[src/rtl/irc_pkg.sv]
package irc_pkg;
  localparam int VEC_W  = 8;
  localparam int MODE_W = 3;
  localparam int DEST_W = 16;

  localparam logic [7:0] SEL_IDENT      = 8'h01;
  localparam logic [7:0] SEL_TABLE_BASE = 8'h10;

  typedef enum logic [MODE_W-1:0] {
    DM_FIXED  = 3'd0,
    DM_LOWEST = 3'd1,
    DM_PMI    = 3'd2,
    DM_INIT   = 3'd5
  } irc_dmode_e;

  typedef struct packed {
    logic              mask;
    logic              level;
    logic              act_low;
    logic [MODE_W-1:0] mode;
    logic [VEC_W-1:0]  vector;
  } irc_entry_t;
endpackage

[src/rtl/irc_sync_pol.sv]
module irc_sync_pol (
  input  logic clk,
  input  logic rst_n,
  input  logic raw,
  input  logic act_low,
  output logic active
);
  logic [1:0] stage_q, stage_nxt;

  always_comb stage_nxt = {stage_q[0], raw};

  always_ff @(posedge clk or negedge rst_n) begin
    if (!rst_n) stage_q <= 2'b00;
    else        stage_q <= stage_nxt;
  end

  assign active = stage_q[1] ^ act_low;
endmodule

[src/rtl/irc_pin_ctl.sv]
module irc_pin_ctl (
  input  logic clk,
  input  logic rst_n,
  input  logic active,
  input  logic mask,
  input  logic level,
  input  logic eoi_hit,
  input  logic grant,
  output logic req,
  output logic remote
);
  logic active_d_q, pend_q, remote_q;
  logic active_d_nxt, pend_nxt, remote_nxt;
  logic edge_now;

  assign edge_now = active & ~active_d_q;

  always_comb begin
    active_d_nxt = active;
    if (mask || level) pend_nxt = 1'b0;
    else               pend_nxt = (pend_q | edge_now) & ~grant;
    remote_nxt = remote_q;
    if (!level)       remote_nxt = 1'b0;
    else if (grant)   remote_nxt = 1'b1;
    else if (eoi_hit) remote_nxt = 1'b0;
    if (mask)       req = 1'b0;
    else if (level) req = active & ~remote_q;
    else            req = pend_q | edge_now;
  end

  always_ff @(posedge clk or negedge rst_n) begin
    if (!rst_n) begin
      active_d_q <= 1'b0;
      pend_q     <= 1'b0;
      remote_q   <= 1'b0;
    end else begin
      active_d_q <= active_d_nxt;
      pend_q     <= pend_nxt;
      remote_q   <= remote_nxt;
    end
  end

  assign remote = remote_q;

  a_r7_remote_after_send: assert property (@(posedge clk) disable iff (!rst_n)
    (grant && level) |=> (remote_q || !level));
  a_r8_eoi_clears_remote: assert property (@(posedge clk) disable iff (!rst_n)
    (eoi_hit && !grant) |=> !remote_q);
  a_r6_masked_edge_dropped: assert property (@(posedge clk) disable iff (!rst_n)
    (mask && !level) |=> !pend_q);
endmodule

[src/rtl/irc_msg_arb.sv]
module irc_msg_arb #(
  parameter int NUM_PINS = 8,
  parameter int VEC_W    = 8,
  parameter int DEST_W   = 16,
  parameter int MODE_W   = 3
) (
  input  logic                       clk,
  input  logic                       rst_n,
  input  logic [NUM_PINS-1:0]        req,
  input  logic [NUM_PINS*VEC_W-1:0]  vec_flat,
  input  logic [NUM_PINS*DEST_W-1:0] dest_flat,
  input  logic [NUM_PINS*MODE_W-1:0] mode_flat,
  input  logic                       msg_ready,
  output logic [NUM_PINS-1:0]        grant,
  output logic                       msg_valid,
  output logic [VEC_W-1:0]           msg_vector,
  output logic [DEST_W-1:0]          msg_dest,
  output logic [MODE_W-1:0]          msg_mode
);
  localparam int IDX_W = (NUM_PINS > 1) ? $clog2(NUM_PINS) : 1;

  logic [IDX_W-1:0]  pick;
  logic              any_req, load;
  logic              valid_q, valid_nxt;
  logic [VEC_W-1:0]  vec_q, vec_nxt;
  logic [DEST_W-1:0] dest_q, dest_nxt;
  logic [MODE_W-1:0] mode_q, mode_nxt;

  always_comb begin
    pick = '0;
    for (int i = NUM_PINS-1; i >= 0; i--) begin
      if (req[i]) pick = IDX_W'(i);
    end
  end

  assign any_req = |req;
  assign load    = ~valid_q & any_req;

  generate
    for (genvar g = 0; g < NUM_PINS; g++) begin : g_grant
      assign grant[g] = load && (pick == IDX_W'(g));
    end
  endgenerate

  always_comb begin
    valid_nxt = valid_q ? ~msg_ready : any_req;
    vec_nxt   = vec_q;
    dest_nxt  = dest_q;
    mode_nxt  = mode_q;
    if (load) begin
      vec_nxt  = vec_flat[pick*VEC_W +: VEC_W];
      dest_nxt = dest_flat[pick*DEST_W +: DEST_W];
      mode_nxt = mode_flat[pick*MODE_W +: MODE_W];
    end
  end

  always_ff @(posedge clk or negedge rst_n) begin
    if (!rst_n) begin
      valid_q <= 1'b0;
      vec_q   <= '0;
      dest_q  <= '0;
      mode_q  <= '0;
    end else begin
      valid_q <= valid_nxt;
      if (load) begin
        vec_q  <= vec_nxt;
        dest_q <= dest_nxt;
        mode_q <= mode_nxt;
      end
    end
  end

  assign msg_valid  = valid_q;
  assign msg_vector = vec_q;
  assign msg_dest   = dest_q;
  assign msg_mode   = mode_q;

  a_r11_one_grant: assert property (@(posedge clk) disable iff (!rst_n)
    $onehot0(grant));
  a_r11_grant_needs_req: assert property (@(posedge clk) disable iff (!rst_n)
    (grant & ~req) == '0);
  a_r11_hold_until_ready: assert property (@(posedge clk) disable iff (!rst_n)
    (valid_q && !msg_ready) |=> (valid_q && $stable(vec_q) && $stable(dest_q) && $stable(mode_q)));
endmodule

[src/rtl/irc_top.sv]
module irc_top
  import irc_pkg::*;
#(
  parameter int         NUM_PINS = 8,
  parameter logic [7:0] VERSION  = 8'h21
) (
  input  logic                clk,
  input  logic                rst_n,
  input  logic [NUM_PINS-1:0] pin_in,
  input  logic                cfg_wr,
  input  logic                cfg_sel,
  input  logic [31:0]         cfg_wdata,
  output logic [31:0]         cfg_rdata,
  input  logic                eoi_wr,
  input  logic [7:0]          eoi_vector,
  output logic                msg_valid,
  input  logic                msg_ready,
  output logic [7:0]          msg_vector,
  output logic [15:0]         msg_dest,
  output logic [2:0]          msg_mode
);
  localparam logic [7:0] MAX_PIN = 8'(NUM_PINS-1);
  localparam logic [8:0] TBL_END = 9'(SEL_TABLE_BASE) + 9'(2*NUM_PINS);

  logic [1:0] rst_pipe_q;
  logic       rst_s;

  always_ff @(posedge clk or negedge rst_n) begin
    if (!rst_n) rst_pipe_q <= 2'b00;
    else        rst_pipe_q <= {rst_pipe_q[0], 1'b1};
  end
  assign rst_s = rst_pipe_q[1];

  logic [7:0] sel_q, sel_nxt;
  logic       in_table, hi_word;
  logic [7:0] sel_off;
  logic [6:0] tbl_idx;
  logic       data_wr;

  assign in_table = ({1'b0, sel_q} >= {1'b0, SEL_TABLE_BASE}) && ({1'b0, sel_q} < TBL_END);
  assign sel_off  = sel_q - SEL_TABLE_BASE;
  assign tbl_idx  = sel_off[7:1];
  assign hi_word  = sel_off[0];
  assign data_wr  = cfg_wr & cfg_sel & in_table;

  always_comb sel_nxt = (cfg_wr && !cfg_sel) ? cfg_wdata[7:0] : sel_q;

  irc_entry_t          ent_q     [NUM_PINS];
  irc_entry_t          ent_nxt   [NUM_PINS];
  logic [DEST_W-1:0]   dest_q    [NUM_PINS];
  logic [DEST_W-1:0]   dest_nxt  [NUM_PINS];
  logic [DEST_W-1:0]   stage_q   [NUM_PINS];
  logic [DEST_W-1:0]   stage_nxt [NUM_PINS];

  always_comb begin
    for (int i = 0; i < NUM_PINS; i++) begin
      ent_nxt[i]   = ent_q[i];
      dest_nxt[i]  = dest_q[i];
      stage_nxt[i] = stage_q[i];
      if (data_wr && (tbl_idx == 7'(i))) begin
        if (hi_word) begin
          stage_nxt[i] = cfg_wdata[31:16];
        end else begin
          ent_nxt[i].vector  = cfg_wdata[7:0];
          ent_nxt[i].mode    = cfg_wdata[10:8];
          ent_nxt[i].act_low = cfg_wdata[13];
          ent_nxt[i].level   = cfg_wdata[15];
          ent_nxt[i].mask    = cfg_wdata[16];
          dest_nxt[i]        = stage_q[i];
        end
      end
    end
  end

  always_ff @(posedge clk or negedge rst_s) begin
    if (!rst_s) begin
      sel_q <= '0;
      for (int i = 0; i < NUM_PINS; i++) begin
        ent_q[i]   <= '{mask: 1'b1, default: '0};
        dest_q[i]  <= '0;
        stage_q[i] <= '0;
      end
    end else begin
      sel_q <= sel_nxt;
      if (data_wr) begin
        for (int i = 0; i < NUM_PINS; i++) begin
          ent_q[i]   <= ent_nxt[i];
          dest_q[i]  <= dest_nxt[i];
          stage_q[i] <= stage_nxt[i];
        end
      end
    end
  end

  logic [NUM_PINS-1:0]        active_w, req_w, remote_w, grant_w, eoi_hit_w;
  logic [NUM_PINS*VEC_W-1:0]  vec_flat;
  logic [NUM_PINS*DEST_W-1:0] dest_flat;
  logic [NUM_PINS*MODE_W-1:0] mode_flat;

  generate
    for (genvar g = 0; g < NUM_PINS; g++) begin : g_pin
      assign eoi_hit_w[g] = eoi_wr && (ent_q[g].vector == eoi_vector);
      assign vec_flat[g*VEC_W +: VEC_W]    = ent_q[g].vector;
      assign dest_flat[g*DEST_W +: DEST_W] = dest_q[g];
      assign mode_flat[g*MODE_W +: MODE_W] = ent_q[g].mode;

      irc_sync_pol u_sync (
        .clk     (clk),
        .rst_n   (rst_s),
        .raw     (pin_in[g]),
        .act_low (ent_q[g].act_low),
        .active  (active_w[g])
      );

      irc_pin_ctl u_ctl (
        .clk     (clk),
        .rst_n   (rst_s),
        .active  (active_w[g]),
        .mask    (ent_q[g].mask),
        .level   (ent_q[g].level),
        .eoi_hit (eoi_hit_w[g]),
        .grant   (grant_w[g]),
        .req     (req_w[g]),
        .remote  (remote_w[g])
      );
    end
  endgenerate

  irc_msg_arb #(
    .NUM_PINS (NUM_PINS),
    .VEC_W    (VEC_W),
    .DEST_W   (DEST_W),
    .MODE_W   (MODE_W)
  ) u_arb (
    .clk        (clk),
    .rst_n      (rst_s),
    .req        (req_w),
    .vec_flat   (vec_flat),
    .dest_flat  (dest_flat),
    .mode_flat  (mode_flat),
    .msg_ready  (msg_ready),
    .grant      (grant_w),
    .msg_valid  (msg_valid),
    .msg_vector (msg_vector),
    .msg_dest   (msg_dest),
    .msg_mode   (msg_mode)
  );

  always_comb begin
    cfg_rdata = '0;
    if (sel_q == SEL_IDENT) begin
      cfg_rdata = {8'h00, MAX_PIN, 8'h00, VERSION};
    end else if (in_table) begin
      for (int i = 0; i < NUM_PINS; i++) begin
        if (tbl_idx == 7'(i)) begin
          if (hi_word)
            cfg_rdata = {stage_q[i], 16'h0000};
          else
            cfg_rdata = {15'b0, ent_q[i].mask, ent_q[i].level, remote_w[i],
                         ent_q[i].act_low, 2'b00, ent_q[i].mode, ent_q[i].vector};
        end
      end
    end
  end

  logic unused_wdata;
  assign unused_wdata = ^{cfg_wdata[12:11], cfg_wdata[14], cfg_wdata[31:17]};

  a_r11_msg_from_request: assert property (@(posedge clk) disable iff (!rst_s)
    $rose(msg_valid) |-> $past(|req_w));
  a_r1_quiet_after_reset: assert property (@(posedge clk) disable iff (!rst_s)
    $rose(rst_s) |-> !msg_valid);
endmodule

[config.mk]
export PLATFORM = sky130hd
export DESIGN_NAME = irc_top
export DESIGN_NICKNAME = d
export VERILOG_FILES = /design/src/rtl/irc_pkg.sv /design/src/rtl/irc_sync_pol.sv /design/src/rtl/irc_pin_ctl.sv /design/src/rtl/irc_msg_arb.sv /design/src/rtl/irc_top.sv
export SDC_FILE = /design/constraint.sdc
export NUM_CORES = 1
export LEC_CHECK = 0
export BUFFER_PORTS_ARGS = -buffer_cell sky130_fd_sc_hd__buf_4
export CAP_MARGIN = 20
export CORE_AREA = 2 2 228 230
export DETAILED_ROUTE_END_ITERATION = 10
export DIE_AREA = 0 0 230 232
export PLACE_DENSITY = 0.6
export SLEW_MARGIN = 10
export SYNTH_ARGS = -nofsm -noshare
export SYNTH_HDL_FRONTEND = slang
export SYNTH_HIERARCHICAL = 1
export SYNTH_SLANG_ARGS = --single-unit
export TNS_END_PERCENT = 50
[constraint.sdc]
create_clock -name clk -period 19.2 [get_ports clk]
set_clock_uncertainty 0.05 [all_clocks]
set_input_delay 1.92 -clock clk [delete_from_list [all_inputs] [get_ports clk]]
set_output_delay 1.92 -clock clk [all_outputs]
set_load 0.01 [all_outputs]
==> flow_summary.yaml, run 1 <==
timing:
  timing.final.hold_violations: 0
  setup_viol: 0
  fin_crit_ps: 6797
  max-slew-margin-rel_pct: 17.29
  fmax_mhz: 147.1
  tns_ps: 0
  tightest_slew_ps: 1241
  maxSlewViolCount: 0
  rsz0062_at_grt: "no"
  final.period_utilization_pct: 35.40
worst_setup_path:
  startpoint_type: "flip-flop"
  critPathMostFrequentCell: "buf_4"
  cp_max_fo: 55
  worst-r2r-setup-slack_ps: 14160
  end_kind: "primary output"
  worstSetupPathType: "reg2out"
  cp.required_ps: 17230
  path_buf_inv: 3
  reg2reg_to: "ent_q[10]"
  critical-path-max-stage-delay_ps: 1040
  rr_worst_depth: 7
  r2r_start: "sel_q[3]"
  cp_slowest_cell: "and2_1"
  crit_chain: "buf_4 -> clkinv_1 -> nor4_1 -> and2_1 -> a222oi_1 -> o2bb2ai_1 -> buf_4"
  arrival_ps: 4830
  crit_family: "simple AND/OR/NAND/NOR gates"
drt:
  wire_per_inst_microns: 27.88
  first_iter_violations: 1496
  drc_errors: 0
  num_vias: 15610
  vias_per_cell: 6.161
  routed_wl_microns: 70650
  drt-pass1-iter-count: 6
  ant_nets: 0
clock_network:
  holdBufCountCts: 0
  root_buffer: "clkbuf_16"
  cts_resized: 0
  clk_latency_ps: 600
  cts_made_buffers: 48
  clkTransAtPathRegs_ps: 60
  cts_htree_levels: 2
  cts_tree: "done"
  post-cts-setup-buffers: 0
  cts.sinks: 446
  cts_buffer_depth: 3
status:
  status: "complete, no violations"
flow_run:
  drv_cap: 0
yosys:
  syn_area_sq_um: 21660
  yosysUniqueCellTypes: 68
  synth_fa_ha_area_share_pct: 0.1733
  synth_mux_area_share_pct: 22.96
  async_flop_share_pct: 100.0
  synth_cells: 1748
  synth_ff_type: "dfrtp_1"
  synth_seq_area_share_pct: 51.56
  synth_area_leaders: "dfrtp_1 (51%), mux2_2 (21%), xor2_1 (2.0%)"
  avgSynthCellArea_sq_um: 12.39
  synth_xor_area_share_pct: 2.992
  synth-compound-area-share_pct: 11.74
  synth_edf_count: 0
  synth_area_leader_cell: "dfrtp_1"
  synth_top_family_by_area: "multiplexers"
  yosysTopAreaCellShare_pct: 50.59
  ys_ff_latch: 446
  yosysWarnings: 6
  synthSimpleGateAreaFrac_pct: 7.398
final_layout:
  postLayoutCoreUtil_pct: 48.86
  nets: 1873
  area_growth_pct: 14.77
  layout-drive-gt1-share_pct: 38.67
  design_area_sq_um: 24860
  antenna_cells: 0
pwr:
  p_clk_share_pct: 43.3
  power_density_nw_per_um2: 88.78
  pwr-share-seq_pct: 44.4
  power.internal_uw: 1600
  max-vdd-ir-drop_uv: 68.21
  p_sw_share_pct: 27.50
  power_frac_comb_pct: 12.3
  p_sw_uw: 606.9
  p_leak_uw: 0.01154
die:
  start_util_pct: 42.57
  die_y_microns: 232
  ioPinCount: 114
  fp.dieArea_sq_um: 53360
  std_cell_rows: 83
  core_sq_um: 50890
  die_x_microns: 230
grt:
  grtUsageTotal_pct: 26.31
  grt_pass1_wl_microns: 104600
  grt_pass1_vias: 16260
  grt_max_degree: 189
  grt_use_met2_pct: 44.00
  antenna_found_initial: 2
  top_usage_layer: "met2"
  grt_use_met1_pct: 33.19
  overflow: 0
  grt_use_met3_pct: 5.145
min_path:
  worstHoldPathType: "reg2async"
placed_design:
  place_hpwl_microns: 42560
  port_buffers: 108
  place_area_sq_um: 23200
  globalplace.congestion: 0.8486
-- registers in the layout (all words and copies together) (netlist names) --
register	count
dest_flat	128
stage_q	128
ent_q	112
g_pin.u_sync/stage_q	16
u_arb/msg_dest	16
g_pin.u_ctl/active_d_q	8
g_pin.u_ctl/pend_q	8
g_pin.u_ctl/remote	8
sel_q	8
u_arb/msg_vector	8
u_arb/msg_mode	3
rst_pipe_q	2
u_arb/msg_valid	1
-- logic make-up (layout without fill, tap and decap cells) --
kind of cell,Yosys count,count (layout)
AO/OA/AOI/OAI,343,343
XOR/XNOR,74,74
adder cells (fa/ha/maj),3,3
buffers and inverters,152,257
flip-flops,446,446
multiplexers,444,444
other,2,3
AND/OR/NAND/NOR,284,284
-- placed cells by master (no fill, tap or decap), types with 5 or more instances in the layout --
| master | n |
|---|---|
| clkinv_2 | 5 |
| nand4_1 | 9 |
| inv_1 | 15 |
| nor4_2 | 9 |
| nor4_1 | 14 |
| o22ai_1 | 29 |
| o211ai_1 | 18 |
| o21ai_0 | 46 |
| dfrtp_1 | 436 |
| a21oi_2 | 9 |
| mux2i_1 | 29 |
| a32o_1 | 12 |
| or2_2 | 13 |
| nor2b_1 | 15 |
| nor4_4 | 5 |
| o21a_1 | 9 |
| dfstp_2 | 8 |
| buf_4 | 147 |
| a221oi_1 | 34 |
| nor3_1 | 28 |
| clkbuf_1 | 12 |
| clkbuf_8 | 15 |
| o2bb2ai_1 | 12 |
| nand3_1 | 20 |
| a222oi_1 | 29 |
| nand2_1 | 43 |
| nand2b_1 | 9 |
| a21oi_1 | 64 |
| clkbuf_16 | 48 |
| o31ai_2 | 5 |
| and3_1 | 5 |
| a32oi_1 | 27 |
| mux2_1 | 5 |
| xnor2_1 | 25 |
| nor2_1 | 76 |
| a22oi_1 | 30 |
| mux2_2 | 409 |
| xor2_1 | 49 |
-- power by group through the flow --
| stage | sequential [uW] | clock, uW | combinational (uW) |
|---|---|---|---|
| 4_1_cts | 982 | 968 | 264 |
| 5_1_grt | 982 | 1000 | 285 |
| 6_report | 980 | 956 | 271 |
| 3_3_place_gp | 998 | 0 | 261 |
| 2_1_floorplan | 1000 | 0 | 144 |
| 3_5_place_dp | 999 | 0 | 264 |
-- cell type report --
class / instances / area [sq um]
sequential: 446 / 11180
multi-input combinational: 1151 / 9953
timing repair buffer: 152 / 1190
tap: 680 / 850.8
inverter: 17 / 63.81
clock inverter: 13 / 177.7
fill: 4637 / 26020
clock buffer: 75 / 1453
-- per-stage QoR --
step | setup slack [ps] | instances | total power (uW) | hold WS [ps]
6_report | 12400 | 2534 | 2207 | 259.8
5_1_grt | 12400 | 2534 | 2272 | 303.1
4_1_cts | 12450 | 2532 | 2214 | 293.8
3_5_place_dp | 13100 | 2444 | 1263 | 285.5
2_1_floorplan | 5813 | 1749 | 1146 | 281.2
3_3_place_gp | 13170 | 2443 | 1259 | 286.1
-- synthesized netlist by cell type, types with 12 or more instances --
cell       number
dfrtp_1       438
mux2_2        409
nor2_1         78
a21oi_1        65
clkbuf_1       56
buf_2          55
xor2_1         49
o21ai_0        46
nand2_1        44
a221oi_1       35
a22oi_1        30
nor3_1         30
a222oi_1       29
mux2i_1        29
o22ai_1        29
a32oi_1        27
xnor2_1        25
nand3_1        21
o211ai_1       18
nor2b_1        17
inv_1          15
nor4_1         15
buf_1          14
or2_2          13
a32o_1         12
o2bb2ai_1      12
-- metal layers --
layer  vias up  wire length [microns]
met5         -                    106
li1       6663                      -
met4         6                   2839
met3       183                   4842
met2       659                  34300
met1      8101                  28570
-- worst max path at each step --
| stage | startpoint | endpoint | slack (ps) | cells past startpoint |
|---|---|---|---|---|
| 6_report | sel_q[3] | cfg_rdata[20] | 12400 | 7 |
| 5_1_grt | sel_q[3] | cfg_rdata[31] | 12400 | 7 |
| 3_3_place_gp | sel_q[3] | cfg_rdata[15] | 13170 | 7 |
| 4_1_cts | sel_q[3] | cfg_rdata[15] | 12450 | 7 |
| 2_1_floorplan | rst_pipe_q[1] | dest_flat[0] | 5810 | 0 |
| 3_5_place_dp | sel_q[3] | cfg_rdata[15] | 13100 | 7 |
Note: power is estimated with default switching activity, not from simulation.
==> run 2: changes to the inputs <==
Clock period 19.2 ns to 6.9 ns, I/O delays scaled along.
==> run 2 against run 1 <==
  * Sequential share of layout area shrank 0.14 points
  * Utilization up 0.16 points
  * Critical endpoint is now cfg_rdata[15]
  * Worst setup slack got worse by 10000 ps
  * First-iteration DRC count shrank 12%
  * Largest power group is now the clock network
  * Clock power rose to 2.9 times the previous value
  * Final cell count is 0.20% higher
==> flow_summary.yaml, run 2 (synthesis gave the netlist of run 1 again) <==
die:
  fp.dieArea_sq_um: 53360
  die_x_microns: 230
  start_util_pct: 42.57
  ioPinCount: 114
  std_cell_rows: 83
  core_sq_um: 50890
  die_y_microns: 232
grt:
  grt_pass1_vias: 16150
  grt_pass1_wl_microns: 104600
  grtUsageTotal_pct: 26.10
  overflow: 0
  antenna_found_initial: 1
  grt_max_degree: 188
drt:
  drc_errors: 0
  first_iter_violations: 1311
  ant_nets: 0
  routed_wl_microns: 69230
  num_vias: 15570
  wire_per_inst_microns: 27.27
  drt-pass1-iter-count: 6
  vias_per_cell: 6.132
timing:
  max-slew-margin-rel_pct: 19.07
  rsz0062_at_grt: "no"
  setup_viol: 0
  timing.final.hold_violations: 0
  fin_crit_ps: 4905
  final.period_utilization_pct: 71.09
  tns_ps: 0
  tightest_slew_ps: 1207
  maxSlewViolCount: 0
  fmax_mhz: 203.9
worst_setup_path:
  end_kind: "primary output"
  worstSetupPathType: "reg2out"
  rr_worst_depth: 7
  worst-r2r-setup-slack_ps: 2780
  reg2reg_to: "ent_q[10]"
  arrival_ps: 4170
  cp.required_ps: 6160
  startpoint_type: "flip-flop"
  cp_max_fo: 30
  endpoint: "cfg_rdata[15]"
  r2r_start: "sel_q[2]"
  crit_start: "sel_q[2]"
pwr:
  power_density_nw_per_um2: 249.1
  p_leak_uw: 0.01159
  max-vdd-ir-drop_uv: 188.6
  total_power_uw: 6213
final_layout:
  layout_commonest_cell: "dfrtp_1"
  nets: 1878
  final_cell_mix: "dfrtp_1 (436), mux2_2 (409), buf_4 (150)"
  layout-drive-gt1-share_pct: 38.84
  antenna_cells: 0
  area_growth_pct: 15.14
clock_network:
  clk_latency_ps: 600
  cts_tree: "done"
  cts_htree_levels: 2
  clkTransAtPathRegs_ps: 60
  root_buffer: "clkbuf_16"
  cts.sinks: 446
  post-cts-setup-buffers: 0
  cts_made_buffers: 49
  cts_buffer_depth: 3
  cts_resized: 0
  holdBufCountCts: 1
min_path:
  worstHoldPathType: "reg2async"
flow_run:
  drv_cap: 0
placed_design:
  port_buffers: 108
  place_hpwl_microns: 43160
  globalplace.congestion: 0.8456
status:
  status: "complete, no violations"
==> run 2: worst min path at each step <==
| stage | endpoint | cells after the start | start | slack [ps] |
|---|---|---|---|---|
| after floorplan | g_pin[0].u_sync/stage_q[1] | 0 | g_pin[0].u_sync/stage_q[0] | 280 |
| after global placement | g_pin[5].u_sync/stage_q[1] | 0 | g_pin[5].u_sync/stage_q[0] | 280 |
| after detailed placement | g_pin[6].u_sync/stage_q[1] | 0 | g_pin[6].u_sync/stage_q[0] | 290 |
| after CTS | g_pin[1].u_sync/stage_q[0] | 1 | pin_in[1] | 120 |
| after global routing | g_pin[3].u_sync/stage_q[0] | 1 | pin_in[3] | 130 |
| final | dest_flat[31] | 0 | rst_pipe_q[1] | 140 |
==> run 2: power by group <==
part / total (uW) / switching (uW) / internal [uW]
logic: 759 / 532 / 226
clock network: 2730 / 1100 / 1630
registers: 2720 / 50.6 / 2670
==> run 2: routing by layer <==
layer / GRT usage (%) / routed length (microns) / share of wire (%) / vias up
li1: - / - / - / 6689
met1: 34.49 / 28740 / 42 / 8084
met2: 43.15 / 33160 / 48 / 638
met3: 4.175 / 4720 / 6.8 / 157
met4: 10.10 / 2598 / 3.8 / 2
met5: 0 / 13 / 0.019 / -
==> run 2: metrics by stage <==
step / cell area, sq um / util (%) / hold slack, ps / setup slack [ps] / cells
floorplan: 21670 / - / 281.2 / 2490 / 1749
global placement: 23200 / 45.59 / 285.0 / 2725 / 2446
detailed placement: 23210 / 45.62 / 285.6 / 2662 / 2447
CTS: 24910 / 48.94 / 123.8 / 2019 / 2537
global route: 24940 / 49.02 / 133.1 / 1933 / 2539
finish: 24940 / 49.02 / 137.9 / 1995 / 2539
==> run 2: area by class of cell <==
type	count	area (sq um)
Clock buffer	75	1484
Clock inverter	14	198.9
Timing Repair Buffer	156	1230
Multi-Input combinational cell	1151	9941
Fill cell	4602	25940
Tap cell	680	850.8
Inverter	17	63.81
Sequential cell	446	11180
==> run 2: critical path, cell delays in order (launching register included) <==
cell and delay [ps]:
dfrtp_1 330, buf_4 470, inv_1 410, nor4_1 470, and2_1 910, nor3_2 410, a32o_1 400, buf_4 150
==> run 3: changes to the inputs <==
Clock period 6.9 ns to 4.8 ns, I/O delays scaled along.
==> run 3 against run 2 <==
  * Flip-flop and latch count unchanged
  * Final cell count up 1.1%
  * Critical path depth stayed put
  * Routed wire length rose by 2.5%
  * Die area stayed put
==> flow_summary.yaml, run 3 (synthesis gave the netlist of run 1 again) <==
worst_setup_path:
  end_kind: "primary output"
  cp.required_ps: 4270
  cp_max_fo: 32
  worstSetupPathType: "reg2out"
  arrival_ps: 3980
  startpoint_type: "flip-flop"
grt:
  grt_pass1_vias: 16520
  grt_max_degree: 125
  overflow: 0
  antenna_found_initial: 3
  grtUsageTotal_pct: 26.54
  grt_pass1_wl_microns: 106100
drt:
  routed_wl_microns: 70930
  met3_length_microns: 5113
  ant_nets: 0
  drc_errors: 0
  wire_per_inst_microns: 27.63
  routed.top_layer: "met5"
  wl_met1_microns: 29450
  vias_per_cell: 6.182
  drt-pass1-iter-count: 6
  dr_wl_met2_microns: 33300
  num_vias: 15870
  first_iter_violations: 1217
final_layout:
  layout_commonest_cell: "dfrtp_1"
  n_fill_cell: 4587
  final_cell_mix: "dfrtp_1 (436), mux2_2 (409), buf_4 (162)"
  area_growth_pct: 16.41
  layout-drive-gt1-share_pct: 39.08
  seq_area_sq_um: 11180
  multi_input_area_sq_um: 9935
  nets: 1904
clock_network:
  cts_buffer_depth: 3
  root_buffer: "clkbuf_16"
  cts.sinks: 446
  cts_resized: 0
  clk_latency_ps: 600
  cts_htree_levels: 2
  cts_tree: "done"
  cts_made_buffers: 49
  clkTransAtPathRegs_ps: 60
timing:
  maxSlewViolCount: 0
  timing.final.hold_violations: 0
  rsz0062_at_grt: "no"
  final.period_utilization_pct: 94.00
  max-slew-margin-rel_pct: 25.92
  setup_viol: 0
  fmax_mhz: 221.6
  timing.hold.ws_ps: 37.06
  fin_crit_ps: 4512
  tightest_slew_ps: 1110
  tns_ps: 0
pwr:
  max-vdd-ir-drop_uv: 332.0
  power_density_nw_per_um2: 355.5
  p_leak_uw: 0.01172
die:
  die_y_microns: 232
  start_util_pct: 42.57
  std_cell_rows: 83
  die_x_microns: 230
  fp.dieArea_sq_um: 53360
  core_sq_um: 50890
  ioPinCount: 114
placed_design:
  place_hpwl_microns: 45760
  port_buffers: 108
  globalplace.congestion: 0.8991
status:
  status: "complete, no violations"
min_path:
  worstHoldPathType: "in2reg"
flow_run:
  drv_cap: 0
[run 3: area by class of cell]
type / instances / area share (%)
antenna: 1 / 0.009922
clock buffer: 77 / 5.874
clock inverter: 13 / 0.7690
inverter: 17 / 0.2530
multi-input combinational: 1151 / 39.39
sequential: 446 / 44.31
tap: 680 / 3.374
timing repair buffer: 182 / 6.018
[run 3: critical path: stages (launching register included)]
cell and delay, ps:
dfrtp_2 880, clkinv_1 610, nor4_1 560, and2_0 280, buf_4 330, a222oi_1 190
o2bb2ai_1 310, buf_4 190
[run 3: through the flow]
step	utilization, %	cells	area, sq um	total power, uW	setup slack (ps)
floorplan	-	1749	21670	4583	389.9
CTS	49.56	2566	25220	9012	366.7
global route	49.56	2567	25220	9255	160.9
finish	49.56	2567	25220	8966	287.8
detailed placement	46.09	2467	23450	5075	901.4
global placement	46.05	2466	23430	5060	1066
[run 3: repair_timing]
| action | CTS | global route |
|---|---|---|
| endpoints found under the hold margin | 10 | 0 |
| buffers inserted | 0 | 0 |
| endpoints found under the setup margin | 0 | 0 |
| hold buffers | 9 | 0 |
[run 3: path summary, 6_finish.rpt]
path | from | endpoint | slack, ps | depth (start not counted)
worst max-delay path | sel_q[3] | cfg_rdata[24] | 290 | 7
worst min-delay path | msg_ready | u_arb/msg_valid | 40 | 2
worst max register to register | sel_q[3] | ent_q[10] | 790 | 7
worst min register to register | g_pin[2].u_sync/stage_q[0] | g_pin[2].u_sync/stage_q[1] | 290 | 0
max in group asynchronous | rst_pipe_q[1] | stage_q[9] | 3040 | 1
min in group asynchronous | rst_n | rst_pipe_q[1] | 170 | 2
[run 3: where the power goes]
group          internal, uW  switching, uW  total [uW]  leakage (uW)
sequential             3840            124        3960       0.00608
clock                  2340           1590        3930      0.000823
combinational           342            733        1080       0.00482
total                  6520           2450        8970        0.0117
[run 3: layer usage]
metal / vias to the layer above / global-route usage [%]
li1: 6729 / -
met1: 8267 / 35.04
met2: 660 / 42.94
met3: 209 / 4.654
met4: 4 / 11.71
met5: - / 0
